`src/rtl/uirq_pkg.sv`:
```
package uirq_pkg;

  localparam int NUM_LVL_SRC = 3;
  localparam int NUM_DMA_SRC = 4;
  localparam int NUM_ERR_SRC = 3;
  localparam int NUM_STAT    = NUM_LVL_SRC + NUM_DMA_SRC;
  localparam int NUM_SRC     = NUM_STAT + NUM_ERR_SRC;

  localparam int B_TX_IDLE  = 0;
  localparam int B_TX_FREE  = 1;
  localparam int B_RX_AVAIL = 2;
  localparam int B_TXA_DONE = 3;
  localparam int B_PARITY   = 7;
  localparam int B_FRAME    = 8;
  localparam int B_OVERRUN  = 9;

  // status bits whose event is a falling edge (the DMA busy lines)
  localparam logic [NUM_STAT-1:0] FALL_MASK =
    {{NUM_DMA_SRC{1'b1}}, {NUM_LVL_SRC{1'b0}}};

  typedef logic [NUM_SRC-1:0]  src_vec_t;
  typedef logic [NUM_STAT-1:0] stat_vec_t;

  function automatic logic edge_event(logic falling, logic cur, logic prev);
    return falling ? (prev & ~cur) : (cur & ~prev);
  endfunction

  function automatic logic next_flag(logic lvl, logic live, logic evt,
                                     logic clr, logic cur);
    return lvl ? live : (evt | (cur & ~clr));
  endfunction

  function automatic logic any_enabled(src_vec_t f, src_vec_t en, logic g);
    return g & (|(f & en));
  endfunction

endpackage

```
`src/rtl/uirq_edge_detect.sv`:
```
module uirq_edge_detect #(
  parameter int W = 7,
  parameter logic [W-1:0] FALL = '0
) (
  input  logic         clk,
  input  logic [W-1:0] stat_i,
  output logic [W-1:0] evt_o
);

  // Copy reloads every cycle, including during reset, so no
  // false edge appears when reset is released.
  logic [W-1:0] prev_q;

  always_ff @(posedge clk) begin
    prev_q <= stat_i;
  end

  for (genvar i = 0; i < W; i++) begin : g_bit
    assign evt_o[i] = uirq_pkg::edge_event(FALL[i], stat_i[i], prev_q[i]);
  end

endmodule

```
`src/rtl/uirq_flag_bank.sv`:
```
module uirq_flag_bank #(
  parameter int N    = 10,
  parameter int NLVL = 3
) (
  input  logic            clk,
  input  logic            rst_n,
  input  logic            level_mode,
  input  logic [NLVL-1:0] lvl_sig,
  input  logic [N-1:0]    evt,
  input  logic            clr_we,
  input  logic [N-1:0]    clr_mask,
  output logic [N-1:0]    flag_d_o,
  output logic [N-1:0]    flag_q_o
);

  logic [N-1:0] clr_hit;
  assign clr_hit = clr_we ? clr_mask : '0;

  for (genvar i = 0; i < N; i++) begin : g_bit
    if (i < NLVL) begin : g_fifo
      assign flag_d_o[i] = uirq_pkg::next_flag(level_mode, lvl_sig[i], evt[i],
                                               clr_hit[i], flag_q_o[i]);

      p_edge_sets_r2: assert property (@(posedge clk) disable iff (!rst_n)
        (!level_mode && evt[i]) |=> flag_q_o[i]);

      p_level_follow_r3: assert property (@(posedge clk) disable iff (!rst_n)
        level_mode |=> (flag_q_o[i] == $past(lvl_sig[i])));

      p_edge_clear_r6: assert property (@(posedge clk) disable iff (!rst_n)
        (!level_mode && clr_we && clr_mask[i] && !evt[i]) |=> !flag_q_o[i]);
    end else begin : g_sticky
      assign flag_d_o[i] = uirq_pkg::next_flag(1'b0, 1'b0, evt[i],
                                               clr_hit[i], flag_q_o[i]);

      p_sticky_clear_r6: assert property (@(posedge clk) disable iff (!rst_n)
        (clr_we && clr_mask[i] && !evt[i]) |=> !flag_q_o[i]);

      p_set_wins_r6: assert property (@(posedge clk) disable iff (!rst_n)
        evt[i] |=> flag_q_o[i]);

      p_sticky_hold_r6: assert property (@(posedge clk) disable iff (!rst_n)
        (flag_q_o[i] && !(clr_we && clr_mask[i])) |=> flag_q_o[i]);
    end
  end

  always_ff @(posedge clk or negedge rst_n) begin
    if (!rst_n) flag_q_o <= '0;
    else        flag_q_o <= flag_d_o;
  end

endmodule

```
`src/rtl/uirq_req_combine.sv`:
```
module uirq_req_combine (
  input  logic               clk,
  input  logic               rst_n,
  input  uirq_pkg::src_vec_t flag_d,
  input  uirq_pkg::src_vec_t flag_q,
  input  uirq_pkg::src_vec_t src_en,
  input  logic               glb_en,
  output logic               irq_o
);

  always_ff @(posedge clk or negedge rst_n) begin
    if (!rst_n) irq_o <= 1'b0;
    else        irq_o <= uirq_pkg::any_enabled(flag_d, src_en, glb_en);
  end

  p_global_block_r9: assert property (@(posedge clk) disable iff (!rst_n)
    !glb_en |=> !irq_o);

  p_irq_has_cause_r8: assert property (@(posedge clk) disable iff (!rst_n)
    irq_o |-> ((|(flag_q & $past(src_en))) && $past(glb_en)));

endmodule

```
`src/rtl/uart_irq_events.sv`:
```
module uart_irq_events (
  input  logic                         clk,
  input  logic                         rst_n,
  input  logic                         level_mode,
  input  logic                         tx_idle,
  input  logic                         tx_free,
  input  logic                         rx_avail,
  input  logic [1:0]                   tx_buf_busy,
  input  logic [1:0]                   rx_buf_busy,
  input  logic                         parity_err,
  input  logic                         frame_err,
  input  logic                         overrun_err,
  input  logic                         clr_we,
  input  logic [uirq_pkg::NUM_SRC-1:0] clr_mask,
  input  logic [uirq_pkg::NUM_SRC-1:0] src_en,
  input  logic                         glb_en,
  output logic [uirq_pkg::NUM_SRC-1:0] flags,
  output logic                         irq
);

  import uirq_pkg::*;

  stat_vec_t stat;
  stat_vec_t stat_evt;
  src_vec_t  src_evt;
  src_vec_t  flag_d;

  assign stat    = {rx_buf_busy, tx_buf_busy, rx_avail, tx_free, tx_idle};
  assign src_evt = {overrun_err, frame_err, parity_err, stat_evt};

  uirq_edge_detect #(.W(NUM_STAT), .FALL(FALL_MASK)) u_edge (
    .clk    (clk),
    .stat_i (stat),
    .evt_o  (stat_evt)
  );

  uirq_flag_bank #(.N(NUM_SRC), .NLVL(NUM_LVL_SRC)) u_bank (
    .clk        (clk),
    .rst_n      (rst_n),
    .level_mode (level_mode),
    .lvl_sig    (stat[NUM_LVL_SRC-1:0]),
    .evt        (src_evt),
    .clr_we     (clr_we),
    .clr_mask   (clr_mask),
    .flag_d_o   (flag_d),
    .flag_q_o   (flags)
  );

  uirq_req_combine u_req (
    .clk    (clk),
    .rst_n  (rst_n),
    .flag_d (flag_d),
    .flag_q (flags),
    .src_en (src_en),
    .glb_en (glb_en),
    .irq_o  (irq)
  );

  for (genvar k = NUM_LVL_SRC; k < NUM_STAT; k++) begin : g_dma_chk
    p_dma_fall_r4: assert property (@(posedge clk) disable iff (!rst_n)
      $fell(stat[k]) |=> flags[k]);
  end

  p_parity_r5: assert property (@(posedge clk) disable iff (!rst_n)
    parity_err |=> flags[B_PARITY]);
  p_frame_r5: assert property (@(posedge clk) disable iff (!rst_n)
    frame_err |=> flags[B_FRAME]);
  p_overrun_r5: assert property (@(posedge clk) disable iff (!rst_n)
    overrun_err |=> flags[B_OVERRUN]);

endmodule

```
`config.mk`:
```
export PLATFORM = sky130hd
export DESIGN_NAME = uart_irq_events
export DESIGN_NICKNAME = d
export VERILOG_FILES = /design/src/rtl/uirq_pkg.sv /design/src/rtl/uirq_edge_detect.sv /design/src/rtl/uirq_flag_bank.sv /design/src/rtl/uirq_req_combine.sv /design/src/rtl/uart_irq_events.sv
export SDC_FILE = /design/constraint.sdc
export NUM_CORES = 1
export LEC_CHECK = 0
export BUFFER_PORTS_ARGS = -buffer_cell sky130_fd_sc_hd__buf_4
export CAP_MARGIN = 20
export CELL_PAD_IN_SITES_DETAIL_PLACEMENT = 1
export CELL_PAD_IN_SITES_GLOBAL_PLACEMENT = 1
export CORE_ASPECT_RATIO = 1.4
export CORE_UTILIZATION = 28
export CTS_CLUSTER_SIZE = 30
export DETAILED_ROUTE_END_ITERATION = 10
export PLACE_DENSITY_LB_ADDON = 0.1
export RECOVER_POWER = 25
export SYNTH_ARGS = -nofsm -noshare
export SYNTH_HDL_FRONTEND = slang
export SYNTH_SLANG_ARGS = --single-unit
```
`constraint.sdc`:
```
create_clock -name clk -period 1.8 [get_ports clk]
set_clock_uncertainty 0.15 [all_clocks]
set_input_delay 0.45 -clock clk [delete_from_list [all_inputs] [get_ports clk]]
set_output_delay 0.45 -clock clk [all_outputs]
set_load 0.02 [all_outputs]
```
==> impl_metrics.ini <==
[synth]
synth_fa_ha_area_share_pct = 0
syn_area_per_cell_sq_um = 12.18
ys_ff_latch = 18
synthMuxAreaShare_pct = 0
synth_cells = 56
synth-simple-area-share_pct = 11.19
synth_warnings = 0
synth-xor-area-share_pct = 0
syn-num-nets = 91
ys_types = 17
yosysSeqAreaShare_pct = 60.92
netlist_area_sq_um = 681.9
synth_compound_area_share_pct = 24.59
synth_top_family_by_area = compound AO/OA/AOI/OAI gates

[cts]
clkLatencyLatePin_ns = 0.30
cts-resized-gates = 0
cts.sinks = 18
cts_root_buffer = clkbuf_4
clkTransAtPathRegs_ns = 0.11
cts_tree = done
cts_max_level = 1
cts_buffers = 3
ctsHoldBuffers = 1
cts_buffer_depth = 2
cts_setup_buffers = 0

[sta]
post-route-min-period_ns = 1.506
rsz0062_at_grt = false
tightest_slew_ns = 0.6309
finalHoldViolations = 0
finalSetupViolations = 0
drv_slew = 0
fmax_mhz = 663.8
period_share_pct = 83.69
whs_ns = 0.1285
slew_headroom_pct = 57.94
final.setup.tns_ns = 0

[setup_path]
required_ns = 1.82
arrival_ns = 1.52
path_max_fanout = 2
cp-start-kind = flip-flop
cp_cell_sequence = a21boi_0, o21a_1, a2111oi_4, a41oi_1
path_class = flip-flop to flip-flop
critPathMaxStageDelay_ns = 0.40
end_kind = flip-flop
crit_path_top_delay_cell = dfrtp_1

[hold_path]
min_path_type = input pin to flip-flop

[global_route]
grt_pass1_wl_mm = 2.918
grt_max_degree = 12
grt-ovfl-total = 0
grt_pass1_vias = 688
antenna_found_initial = 0
track_usage_pct = 15.54

[floorplan]
die_w_um = 43.71
start_util_pct = 30.62
rows = 20
io_pins = 46
die_area_sq_um = 2639
core_area_sq_um = 2227
fp.dieH_um = 60.39

[placed_design]
place.gp.congestion = 0.7217
dp.cells = 123
port_buffers = 45
hpwl_mm = 1.441

[finish]
drive_above_1_share_pct = 50.00
final_common_cell = buf_4
seqCellArea_sq_um = 415.4
nets = 142
fillCellCount = 264
multi_input_area_sq_um = 244.0
area_growth_pct = 59.27
mostFrequentLayoutCells = 38 x buf_4, 11 x dfrtp_1, 9 x clkbuf_4, 7 x nand2_1, 7 x dfxtp_1
final_cells = 128
n_antenna_cell = 0

[drt]
wl_mm = 1.764
first_pass_iters = 7
via_per_inst = 4.883
drt_iter0_drc = 7
wl_met3_um = 119
met1Wirelength_um = 656
routed.top_layer = met4
wl_per_cell_um = 13.78
via_count = 625
drc = 2
wl_met2_um = 938
final_antenna_net_count = 0

[power]
p_leak_nw = 0.5301
finalPower_mw = 0.8960
powerDensity_nw_per_um2 = 825.0
ir_drop_mv = 0.4514

[run_status]
violations = design-rule violations
outcome = finished with violations

[flow_run]
maxCapViolations = 0
report_power, final:
part / total, mW / switching [mW] / internal (mW)
logic: 0.199 / 0.0894 / 0.110
registers: 0.446 / 0.0140 / 0.432
clock network: 0.251 / 0.127 / 0.123
cell type report:
| cell class | instances | share of cell area (%) |
|---|---|---|
| multi-input cells | 33 | 22.47 |
| flip-flops and latches | 18 | 38.25 |
| clock buffers | 4 | 3.341 |
| repair buffers | 47 | 32.03 |
| well taps | 22 | 2.535 |
| inverters | 4 | 1.382 |
kinds of logic after synthesis:
family / Yosys count
flip-flops: 18
AO/OA/AOI/OAI: 18
AND/OR/NAND/NOR: 15
buffers and inverters: 5
synthesized netlist by cell type, drive strengths merged:
cell type,number,area (sq um)
nand2b,3,18.77
a32o,3,31.28
dfrtp,11,275.3
a21o,2,15.01
nand2,7,26.28
inv,4,15.01
dfxtp,7,140.1
nor2b,2,12.51
a22oi,3,22.52
buf,1,7.510
a2111oi,1,27.53
a41oi,1,8.760
or2,3,18.77
o21a,3,22.52
a21boi,3,22.52
a22o,2,17.52
layer usage:
layer,GRT usage (%),up-vias
met3,2.679,4
li1,-,298
met1,16.42,293
met5,0,-
met2,27.72,30
met4,10.71,0
registers in the layout (all words and copies together), names as in the netlist:
signal,flops
u_edge.prev_q,7
u_bank.flag_q_o,10
u_req.irq_o,1
worst max-delay path: cells and delay by family, from the launching register on:
| family | cells | cell delay [ns] |
|---|---|---|
| AO/OA/AOI/OAI | 4 | 0.83 |
| flip-flops | 1 | 0.40 |
through the flow:
step / utilization, % / worst slack [ns] / instance area, sq um
final: 48.76 / 0.2936 / 1086
after global routing: 48.76 / 0.2698 / 1086
after CTS: 49.10 / 0.2948 / 1094
after detailed placement: 47.02 / 0.06996 / 1047
after global placement: 47.02 / 0.09435 / 1047
after floorplan: - / 0.1601 / 681.9
worst paths after layout:
path / startpoint / end / slack, ns / depth (start not counted)
setup / recovery: u_bank.flag_q_o[5]$_DFF_PN0_ / u_req.irq_o$_DFF_PN0_ / 0.29 / 4
hold / removal: tx_buf_busy[0] / u_edge.prev_q[3]$_DFF_P_ / 0.13 / 1
setup reg to reg: u_bank.flag_q_o[5]$_DFF_PN0_ / u_req.irq_o$_DFF_PN0_ / 0.29 / 4
hold reg to reg: u_edge.prev_q[6]$_DFF_P_ / u_bank.flag_q_o[6]$_DFF_PN0_ / 0.36 / 1
max in group asynchronous: rst_n / u_req.irq_o$_DFF_PN0_ / 0.57 / 2
min in group asynchronous: rst_n / u_bank.flag_q_o[4]$_DFF_PN0_ / 0.52 / 2
No activity file was read; power rests on OpenSTA's default activity.
